===== config.mk =====
export PLATFORM = sky130hd
export DESIGN_NAME = tc_pair
export DESIGN_NICKNAME = d
export VERILOG_FILES = /design/src/rtl/tc_pair_pkg.sv /design/src/rtl/tc_prescale.sv /design/src/rtl/tc_pin_sync.sv /design/src/rtl/tc_step.sv /design/src/rtl/tc_pair.sv
export SDC_FILE = /design/constraint.sdc
export NUM_CORES = 1
export LEC_CHECK = 0
export BUFFER_PORTS_ARGS = -buffer_cell sky130_fd_sc_hd__buf_2
export CAP_MARGIN = 25
export CORE_MARGIN = 4
export CORE_UTILIZATION = 55
export CTS_CLUSTER_DIAMETER = 120
export CTS_CLUSTER_SIZE = 25
export DETAILED_ROUTE_END_ITERATION = 8
export GPL_ROUTABILITY_DRIVEN = 0
export GPL_TIMING_DRIVEN = 0
export PLACE_DENSITY = 0.82
export SLEW_MARGIN = 20
export SYNTH_ARGS = -nofsm -noshare
export SYNTH_HDL_FRONTEND = slang
export SYNTH_SLANG_ARGS = --single-unit
export TNS_END_PERCENT = 5

===== constraint.sdc =====
create_clock -name clk -period 2.9 [get_ports clk]
set_input_delay 0.145 -clock clk [delete_from_list [all_inputs] [get_ports clk]]
set_output_delay 0.145 -clock clk [all_outputs]
set_load 0.05 [all_outputs]

===== src/rtl/tc_pair_pkg.sv =====
package tc_pair_pkg;
  localparam int BYTE_W   = 8;
  localparam int NUM_TMR  = 2;
  localparam int PRE_DIV  = 12;
  localparam int LOW_BITS = 5;

  localparam logic [BYTE_W-1:0] ADDR_CTRL = 8'h88;
  localparam logic [BYTE_W-1:0] ADDR_CFG  = 8'h89;
  localparam logic [BYTE_W-1:0] ADDR_LO0  = 8'h8A;
  localparam logic [BYTE_W-1:0] ADDR_LO1  = 8'h8B;
  localparam logic [BYTE_W-1:0] ADDR_HI0  = 8'h8C;
  localparam logic [BYTE_W-1:0] ADDR_HI1  = 8'h8D;

  typedef enum logic [1:0] {
    MODE_13B    = 2'd0,
    MODE_16B    = 2'd1,
    MODE_RELOAD = 2'd2,
    MODE_SPLIT  = 2'd3
  } tc_mode_e;

  typedef struct packed {
    logic     gate_en;
    logic     ext_sel;
    tc_mode_e mode;
  } tc_cfg_t;
endpackage


===== src/rtl/tc_prescale.sv =====
module tc_prescale #(
  parameter int DIV = 12
) (
  input  logic clk,
  input  logic rst_n,
  output logic tick
);
  localparam int CW = (DIV > 1) ? $clog2(DIV) : 1;

  logic [CW-1:0] cnt_q;
  logic [CW-1:0] cnt_d;

  assign tick = (cnt_q == CW'(DIV - 1));

  always_comb begin
    cnt_d = tick ? '0 : cnt_q + CW'(1);
  end

  always_ff @(posedge clk or negedge rst_n) begin
    if (!rst_n) cnt_q <= '0;
    else        cnt_q <= cnt_d;
  end
endmodule


===== src/rtl/tc_pin_sync.sv =====
module tc_pin_sync #(
  parameter int STAGES = 2
) (
  input  logic clk,
  input  logic rst_n,
  input  logic pin_in,
  output logic level,
  output logic fall
);
  logic [STAGES-1:0] sr_q;
  logic [STAGES-1:0] sr_d;
  logic              prev_q;

  always_comb begin
    sr_d = {sr_q[STAGES-2:0], pin_in};
  end

  assign level = sr_q[STAGES-1];
  assign fall  = prev_q & ~level;

  always_ff @(posedge clk or negedge rst_n) begin
    if (!rst_n) begin
      sr_q   <= '0;
      prev_q <= 1'b0;
    end else begin
      sr_q   <= sr_d;
      prev_q <= level;
    end
  end
endmodule


===== src/rtl/tc_step.sv =====
module tc_step
  import tc_pair_pkg::*;
#(
  parameter int W  = 8,
  parameter int LB = 5
) (
  input  tc_mode_e     mode,
  input  logic         inc,
  input  logic [W-1:0] lo,
  input  logic [W-1:0] hi,
  output logic [W-1:0] lo_n,
  output logic [W-1:0] hi_n,
  output logic         wrap
);
  localparam int PW = W + LB;
  localparam int FW = 2 * W;

  logic [PW-1:0] p_cur;
  logic [PW-1:0] p_inc;
  logic [FW-1:0] f_cur;
  logic [FW-1:0] f_inc;
  logic [W-1:0]  lo_inc;

  assign p_cur  = {hi, lo[LB-1:0]};
  assign p_inc  = p_cur + PW'(1);
  assign f_cur  = {hi, lo};
  assign f_inc  = f_cur + FW'(1);
  assign lo_inc = lo + W'(1);

  always_comb begin
    lo_n = lo;
    hi_n = hi;
    wrap = 1'b0;
    if (inc) begin
      unique case (mode)
        MODE_13B: begin
          lo_n = {lo[W-1:LB], p_inc[LB-1:0]};
          hi_n = p_inc[PW-1:LB];
          wrap = &p_cur;
        end
        MODE_16B: begin
          lo_n = f_inc[W-1:0];
          hi_n = f_inc[FW-1:W];
          wrap = &f_cur;
        end
        MODE_RELOAD: begin
          lo_n = (&lo) ? hi : lo_inc;
          wrap = &lo;
        end
        default: begin
          lo_n = lo_inc;
          wrap = &lo;
        end
      endcase
    end
  end
endmodule


===== src/rtl/tc_pair.sv =====
module tc_pair
  import tc_pair_pkg::*;
#(
  parameter int DIV         = PRE_DIV,
  parameter int SYNC_STAGES = 2
) (
  input  logic              clk,
  input  logic              rst_n,
  input  logic              bus_wen,
  input  logic [BYTE_W-1:0] bus_addr,
  input  logic [BYTE_W-1:0] bus_wdata,
  output logic [BYTE_W-1:0] bus_rdata,
  input  logic [NUM_TMR-1:0] cnt_pin,
  input  logic [NUM_TMR-1:0] gate_pin,
  output logic [NUM_TMR-1:0] irq
);
  localparam int NIB = BYTE_W / 2;

  // reset: asynchronous assert, synchronous release
  logic [1:0] rst_sr_q;
  logic       rst_sync_n;

  always_ff @(posedge clk or negedge rst_n) begin
    if (!rst_n) rst_sr_q <= 2'b00;
    else        rst_sr_q <= {rst_sr_q[0], 1'b1};
  end
  assign rst_sync_n = rst_sr_q[1];

  logic [BYTE_W-1:0]  lo_q [NUM_TMR];
  logic [BYTE_W-1:0]  hi_q [NUM_TMR];
  logic [BYTE_W-1:0]  lo_d [NUM_TMR];
  logic [BYTE_W-1:0]  hi_d [NUM_TMR];
  logic [BYTE_W-1:0]  lo_n [NUM_TMR];
  logic [BYTE_W-1:0]  hi_n [NUM_TMR];
  logic [BYTE_W-1:0]  cfg_q, cfg_d;
  logic [NUM_TMR-1:0] run_q, run_d, flag_q, flag_d;
  logic [NUM_TMR-1:0] gate_lvl, pin_fall, cnt_en, inc, wrap, set;
  tc_cfg_t            cfg [NUM_TMR];
  logic               tick, split;
  logic               hi_split_inc, hi_split_wrap;
  logic [BYTE_W-1:0]  hi_split_n;

  tc_prescale #(.DIV(DIV)) u_pre (
    .clk   (clk),
    .rst_n (rst_sync_n),
    .tick  (tick)
  );

  assign split = (cfg[0].mode == MODE_SPLIT);

  for (genvar i = 0; i < NUM_TMR; i++) begin : g_tmr
    logic cnt_lvl_unused;
    logic gate_fall_unused;

    assign cfg[i] = tc_cfg_t'(cfg_q[i*NIB +: NIB]);

    tc_pin_sync #(.STAGES(SYNC_STAGES)) u_cnt_sync (
      .clk    (clk),
      .rst_n  (rst_sync_n),
      .pin_in (cnt_pin[i]),
      .level  (cnt_lvl_unused),
      .fall   (pin_fall[i])
    );

    tc_pin_sync #(.STAGES(SYNC_STAGES)) u_gate_sync (
      .clk    (clk),
      .rst_n  (rst_sync_n),
      .pin_in (gate_pin[i]),
      .level  (gate_lvl[i]),
      .fall   (gate_fall_unused)
    );

    assign cnt_en[i] = run_q[i] & (~cfg[i].gate_en | gate_lvl[i])
                     & (cfg[i].ext_sel ? pin_fall[i] : tick);

    if (i == 0) begin : g_t0
      assign inc[i] = cnt_en[i];
      assign set[i] = wrap[i];
    end else begin : g_tn
      // timer 1 holds in its own split mode; its flag is lent out while timer 0 splits
      assign inc[i] = cnt_en[i] & (cfg[i].mode != MODE_SPLIT);
      assign set[i] = split ? hi_split_wrap : wrap[i];
    end

    tc_step #(.W(BYTE_W), .LB(LOW_BITS)) u_step (
      .mode (cfg[i].mode),
      .inc  (inc[i]),
      .lo   (lo_q[i]),
      .hi   (hi_q[i]),
      .lo_n (lo_n[i]),
      .hi_n (hi_n[i]),
      .wrap (wrap[i])
    );
  end

  // timer 0 high byte as a separate counter in split mode
  assign hi_split_inc  = split & run_q[1] & tick;
  assign hi_split_wrap = hi_split_inc & (&hi_q[0]);
  assign hi_split_n    = hi_split_inc ? hi_q[0] + BYTE_W'(1) : hi_q[0];

  always_comb begin
    for (int i = 0; i < NUM_TMR; i++) begin
      lo_d[i] = lo_n[i];
      hi_d[i] = hi_n[i];
    end
    if (split) hi_d[0] = hi_split_n;
    cfg_d  = cfg_q;
    run_d  = run_q;
    flag_d = flag_q | set;
    if (bus_wen) begin
      unique case (bus_addr)
        ADDR_CTRL: begin
          run_d  = {bus_wdata[6], bus_wdata[4]};
          flag_d = {bus_wdata[7], bus_wdata[5]} | set;
        end
        ADDR_CFG: cfg_d   = bus_wdata;
        ADDR_LO0: lo_d[0] = bus_wdata;
        ADDR_LO1: lo_d[1] = bus_wdata;
        ADDR_HI0: hi_d[0] = bus_wdata;
        ADDR_HI1: hi_d[1] = bus_wdata;
        default: ;
      endcase
    end
  end

  always_ff @(posedge clk or negedge rst_sync_n) begin
    if (!rst_sync_n) begin
      for (int i = 0; i < NUM_TMR; i++) begin
        lo_q[i] <= '0;
        hi_q[i] <= '0;
      end
      cfg_q  <= '0;
      run_q  <= '0;
      flag_q <= '0;
    end else begin
      for (int i = 0; i < NUM_TMR; i++) begin
        lo_q[i] <= lo_d[i];
        hi_q[i] <= hi_d[i];
      end
      cfg_q  <= cfg_d;
      run_q  <= run_d;
      flag_q <= flag_d;
    end
  end

  always_comb begin
    unique case (bus_addr)
      ADDR_CTRL: bus_rdata = {flag_q[1], run_q[1], flag_q[0], run_q[0], 4'h0};
      ADDR_CFG:  bus_rdata = cfg_q;
      ADDR_LO0:  bus_rdata = lo_q[0];
      ADDR_LO1:  bus_rdata = lo_q[1];
      ADDR_HI0:  bus_rdata = hi_q[0];
      ADDR_HI1:  bus_rdata = hi_q[1];
      default:   bus_rdata = '0;
    endcase
  end

  assign irq = flag_q;
endmodule


Word-level counts from Yosys, hierarchy flattened
Index checks and enable logic that the tools add are counted.
{"block": "word_totals", "inputBits": 23, "regBits": 60, "output_inout_bits": 10, "wordCells": 94}
{"block": "op_classes", "mux": 29, "addsub": 8, "n_reduce_logical": 11, "eq_ne": 13, "bitwise_logic": 18}
{"op": "two-way mux 8 bit", "count": 12}
{"op": "equality test 8 bit (second input constant)", "count": 6}
{"op": "case mux 8 bit (3 select lines)", "count": 2}
{"op": "case mux 8 bit (6 select lines)", "count": 1}
{"op": "adder 16 x 1 -> 16 bit (second input constant)", "count": 2}
{"op": "two-way mux 16 bit", "count": 2}
{"op": "case mux 8 bit (2 select lines)", "count": 2}
{"op": "AND reduction 16 bit", "count": 2}
{"op": "adder 13 x 1 -> 13 bit (second input constant)", "count": 2}
{"op": "AND reduction 13 bit", "count": 2}
{"op": "adder 8 x 1 -> 8 bit (second input constant)", "count": 3}
{"op": "AND reduction 8 bit", "count": 3}
{"op": "bitwise AND 1 bit", "count": 10}
{"op": "equality test 2 bit (second input constant)", "count": 3}
{"op": "two-way mux 1 bit", "count": 5}
{"op": "adder 4 x 1 -> 4 bit (second input constant)", "count": 1}
{"op": "equality test 2 x 1 -> 1 bit (second input constant)", "count": 2}
{"op": "equality test 4 bit (second input constant)", "count": 1}
{"op": "zero test 2 bit", "count": 2}
{"op": "two-way mux 2 bit", "count": 2}
{"op": "two-way mux 4 bit", "count": 1}
{"op": "NOT 1 bit", "count": 4}
{"op": "OR 2 bit", "count": 2}
{"op": "case mux 1 bit (2 select lines)", "count": 2}
{"op": "other kinds (3)", "count": 5}

Depth between registers and ports, before layout
{"block": "depth", "word_depth": 10, "mapped_depth": 8}

Hierarchy
Synthesis repeated with hierarchy kept, for this count alone.
{"block": "unflattened", "hier_cells": 425, "hier_area_um2": 4204.0}
{"mod": "tc_pair", "seq_area_each_um2": 1151.1, "cells_per_inst": 211, "n_inst": 1, "area_per_inst_um2": 2493.6}
{"mod": "tc_step", "seq_area_each_um2": 0.0, "cells_per_inst": 92, "n_inst": 2, "area_per_inst_um2": 590.6}
{"mod": "tc_pin_sync", "seq_area_each_um2": 75.1, "cells_per_inst": 4, "n_inst": 4, "area_per_inst_um2": 88.8}
{"mod": "tc_prescale", "seq_area_each_um2": 100.1, "cells_per_inst": 14, "n_inst": 1, "area_per_inst_um2": 173.9}

Worst setup path after synthesis
Ideal clock, no wire load.
{"block": "synth_path", "path_type": "input -> output", "from": "input bus_addr[5]", "to": "output bus_rdata[5]", "path_buffers": 1, "setup_slack_ps": 843, "required_ps": 2755, "t_arrival_ps": 1912, "stages": 6, "cell_sequence": "or4b_1 -> buf_6 -> nor4b_4 -> a22oi_1 -> nand2_1 -> a221o_1"}
{"block": "synth_via", "elab_chain_len": 2, "word_cells_on_any_way": 7, "classes_between": "eq/ne: 6; mux: 1"}
{"element": "from (decl)", "line": "tc_pair.sv:10", "rtl": "input logic [BYTE_W-1:0] bus_addr,"}
{"element": "equality test 8 bit", "line": "tc_pair.sv:147", "rtl": "unique case (bus_addr)"}
{"element": "case mux 8 bit (6 select lines) (*)", "line": "tc_pair.sv:147"}
{"element": "to (decl)", "line": "tc_pair.sv:12", "rtl": "output logic [BYTE_W-1:0] bus_rdata,"}
Mark *: on every way between the ends. The rest lies on a longest branch, timed or not.

Worst setup path after layout
{"block": "layout_path", "from": "input bus_addr[5]", "to": "output bus_rdata[6]"}
The elaborated chain is that of the path after synthesis.

==> results.json <==
{
  "r2r_setup_slack_ps": 450,
  "tritoncts": "yes",
  "post-synth-top-area-fraction": 0.374,
  "cap_violations": 0,
  "wire_per_inst_um": 20.4,
  "grt_pass1_wl_um": 19600,
  "area_delta_synth_final_pct": 13.5,
  "max-slew-margin-rel": 0.440,
  "antenna_found_initial": 0,
  "initial_core_util": 0.579,
  "seqCellArea_sq_um": 1510,
  "ys_ff_latch": 60,
  "syn_area_per_cell_sq_um": 8.91,
  "syn_inst": 451,
  "numCtsBuffers": 9,
  "cpMostUsedCell": "buf_2",
  "static-leakage-power_nw": 1.75,
  "cts.sinks": 60,
  "worstPathArrival_ps": 2310,
  "synth_adder_area_share": 0.0125,
  "cpMaxStageDelayCell": "nor4_1",
  "yosys.area_share.simple": 0.278,
  "wirelength_um": 12200,
  "synthTopCellsByCount": "dfrtp_1, nand2_1, nor2_1",
  "clock-root-buffer": "clkbuf_8",
  "synth.distinct_cells": 70,
  "required_ps": 2760,
  "crit_path_cell_trace": "buf_2 -> or4b_1 -> buf_6 -> nor4_1 -> a22oi_1 -> nand2_1 -> a221o_1 -> buf_2",
  "finalMaxSlewViolations": 0,
  "layout_min_cycle_time_ps": 2450,
  "synth-compound-area-share": 0.219,
  "layout-drive-gt1-share": 0.163,
  "io_buffers": 31,
  "synth_nets": 478,
  "cellPowerDensity_nw_per_um2": 455,
  "synth_xor_area_frac": 0.0283,
  "drtIter0Drc": 699,
  "fmax_ghz": 0.407,
  "ant_nets": 0,
  "row_count": 30,
  "num_vias": 4136,
  "synth_top_family_by_area": "simple AND/OR/NAND/NOR gates",
  "synthFlopType": "dfrtp_1",
  "synth_edf_count": 0,
  "grt_max_degree": 51,
  "dp_hpwl_um": 8730,
  "clock_latency_ps": 350,
  "ir_worst_vdd_v": 0.000373,
  "rsz0062_at_grt": "no",
  "crit_fanout": 6,
  "cts.path.max_buffers": 2,
  "muxShareOfSynthArea": 0.0545,
  "die_w_um": 93.5,
  "cts_hold_buf": 5,
  "fin_crit_sh": 0.846,
  "io_pins": 33,
  "yosys_warnings": 0,
  "synth-async-reset-ratio": 1.00,
  "yosysTopAreaCell": "dfrtp_1",
  "ys_seq_area_frac": 0.374,
  "diodes": 0,
  "clkTransAtPathRegs_ps": 70,
  "synth.area.top_cells": "dfrtp_1, mux2_2, nand2_1, nor2_1, a22oi_1",
  "grt_usage": 0.292,
  "postCtsSetupRepairBufs": 0,
  "utilization": 0.657,
  "die_h_um": 93.5,
  "hold_viol": 0,
  "end_kind": "output port",
  "drt-pass1-iter-count": 8,
  "finClkSkew_ps": 13.1,
  "start_kind": "input port",
  "synth_most_common_cell": "dfrtp_1",
  "dieArea_sq_um": 8740,
  "nets": 526,
  "critPathKind": "input port to output port",
  "fillerInstances": 575,
  "multi_input_area_sq_um": 2390,
  "worst_pin_slew_ps": 832,
  "status": "complete, no violations",
  "vias_per_cell": 6.89,
  "syn-cell-area_sq_um": 4020,
  "cts_htree_levels": 3,
  "overflow": 0,
  "setup_violations": 0,
  "post-route-drc-count": 0,
  "min_path_type": "input port to async pin",
  "critPathMaxStageDelay_ps": 690,
  "cts_resized": 0,
  "setup_tns_ps": 0,
  "core_area_sq_um": 6940,
  "grt_pass1_vias": 3889,
  "whs_ps": 111
}
## path summary, 6_finish.rpt
check,from,to,cells after the start
worst min register to register,rst_sr_q[1]$_DFF_PN0_,g_tmr[1].u_gate_sync.sr_q[0]$_DFF_PN0_,0
max in group asynchronous,rst_sr_q[1]$_DFF_PN0_,hi_q[10]$_DFF_PN0_,1
worst min-delay path,rst_n,rst_sr_q[1]$_DFF_PN0_,2
worst max register to register,lo_q[8]$_DFF_PN0_,hi_q[13]$_DFF_PN0_,6
min in group clk,bus_wdata[4],lo_q[4]$_DFF_PN0_,3
worst max-delay path,bus_addr[5],bus_rdata[6],8
## cell usage in the layout (no fill, tap or decap), types with 4 or more instances in the layout
| cell | Yosys | final |
|---|---|---|
| nor4_1 | 12 | 12 |
| a21oi_1 | 22 | 22 |
| dfrtp_1 | 60 | 59 |
| ha_1 | 4 | 4 |
| nand4_1 | 13 | 13 |
| mux2i_1 | 5 | 5 |
| nand2b_1 | 7 | 7 |
| a31oi_1 | 5 | 5 |
| inv_1 | 8 | 8 |
| nand2_1 | 42 | 42 |
| o2111ai_1 | 4 | 4 |
| and3_1 | 7 | 7 |
| a221oi_1 | 4 | 4 |
| clkbuf_8 | 0 | 9 |
| a211oi_1 | 6 | 6 |
| nand3_1 | 20 | 20 |
| and2_1 | 8 | 8 |
| xor2_1 | 11 | 11 |
| o31ai_1 | 7 | 7 |
| dlygate4sd3_1 | 0 | 5 |
| or3_1 | 9 | 9 |
| o21ai_0 | 22 | 22 |
| buf_2 | 5 | 36 |
| nor3_1 | 10 | 10 |
| o211ai_1 | 10 | 10 |
| nor2_1 | 35 | 35 |
| mux2_2 | 15 | 15 |
| clkbuf_1 | 15 | 15 |
| a22oi_1 | 17 | 17 |
| and4_1 | 4 | 4 |
## critical path: cells and delay by family
family / cells / cell delay, ps
buffers and inverters: 3 / 520
AOI/OAI and AO/OA: 2 / 280
and+or+nand+nor: 3 / 1350
## per-stage QoR
step,setup slack [ps],instances,area (sq um),power (mW)
2_1_floorplan,843,451,4020,1.23
3_3_place_gp,455,578,4290,1.36
3_5_place_dp,426,579,4320,1.38
4_1_cts,403,600,4550,2.07
5_1_grt,241,600,4560,2.17
6_report,445,600,4560,2.07
## where the power goes
part / total [mW] / switching (mW) / internal, mW
sequential: 0.971 / 0.0753 / 0.895
clock: 0.687 / 0.374 / 0.314
combinational: 0.416 / 0.266 / 0.150
total: 2.07 / 0.715 / 1.36
## layout make-up
class                           instances  area share
Multi-Input combinational cell        359       0.525
Inverter                                8     0.00658
Buffer                                 24      0.0230
Timing Repair Buffer                   37      0.0510
Tap cell                               96      0.0263
Clock buffer                            9      0.0272
Sequential cell                        60       0.330
Clock inverter                          7      0.0112
## cells by family after synthesis
logic type	Yosys count
mux	20
buf+inv	32
simple gates	197
compound gates	124
flops	60
fa+ha+maj	4
xor+xnor	13
other cells	1
## registers in the layout (all words and copies together) (netlist names)
register and count:
run_q 2, lo_q 16, hi_q 16, irq 2, cfg_q 8, g_tmr.u_cnt_sync.prev_q 2
g_tmr.u_cnt_sync.sr_q 4, rst_sr_q 2, g_tmr.u_gate_sync.sr_q 4, u_pre.cnt_q 4
## metal layers
layer  up-vias  GRT usage  wire, um
met5         -     0.0256        23
met4         2      0.137       532
met3        63     0.0845      1750
met2       330      0.426      5210
met1      1919      0.396      4720
li1       1822          -         -
Power figures use the tool's default switching activity.
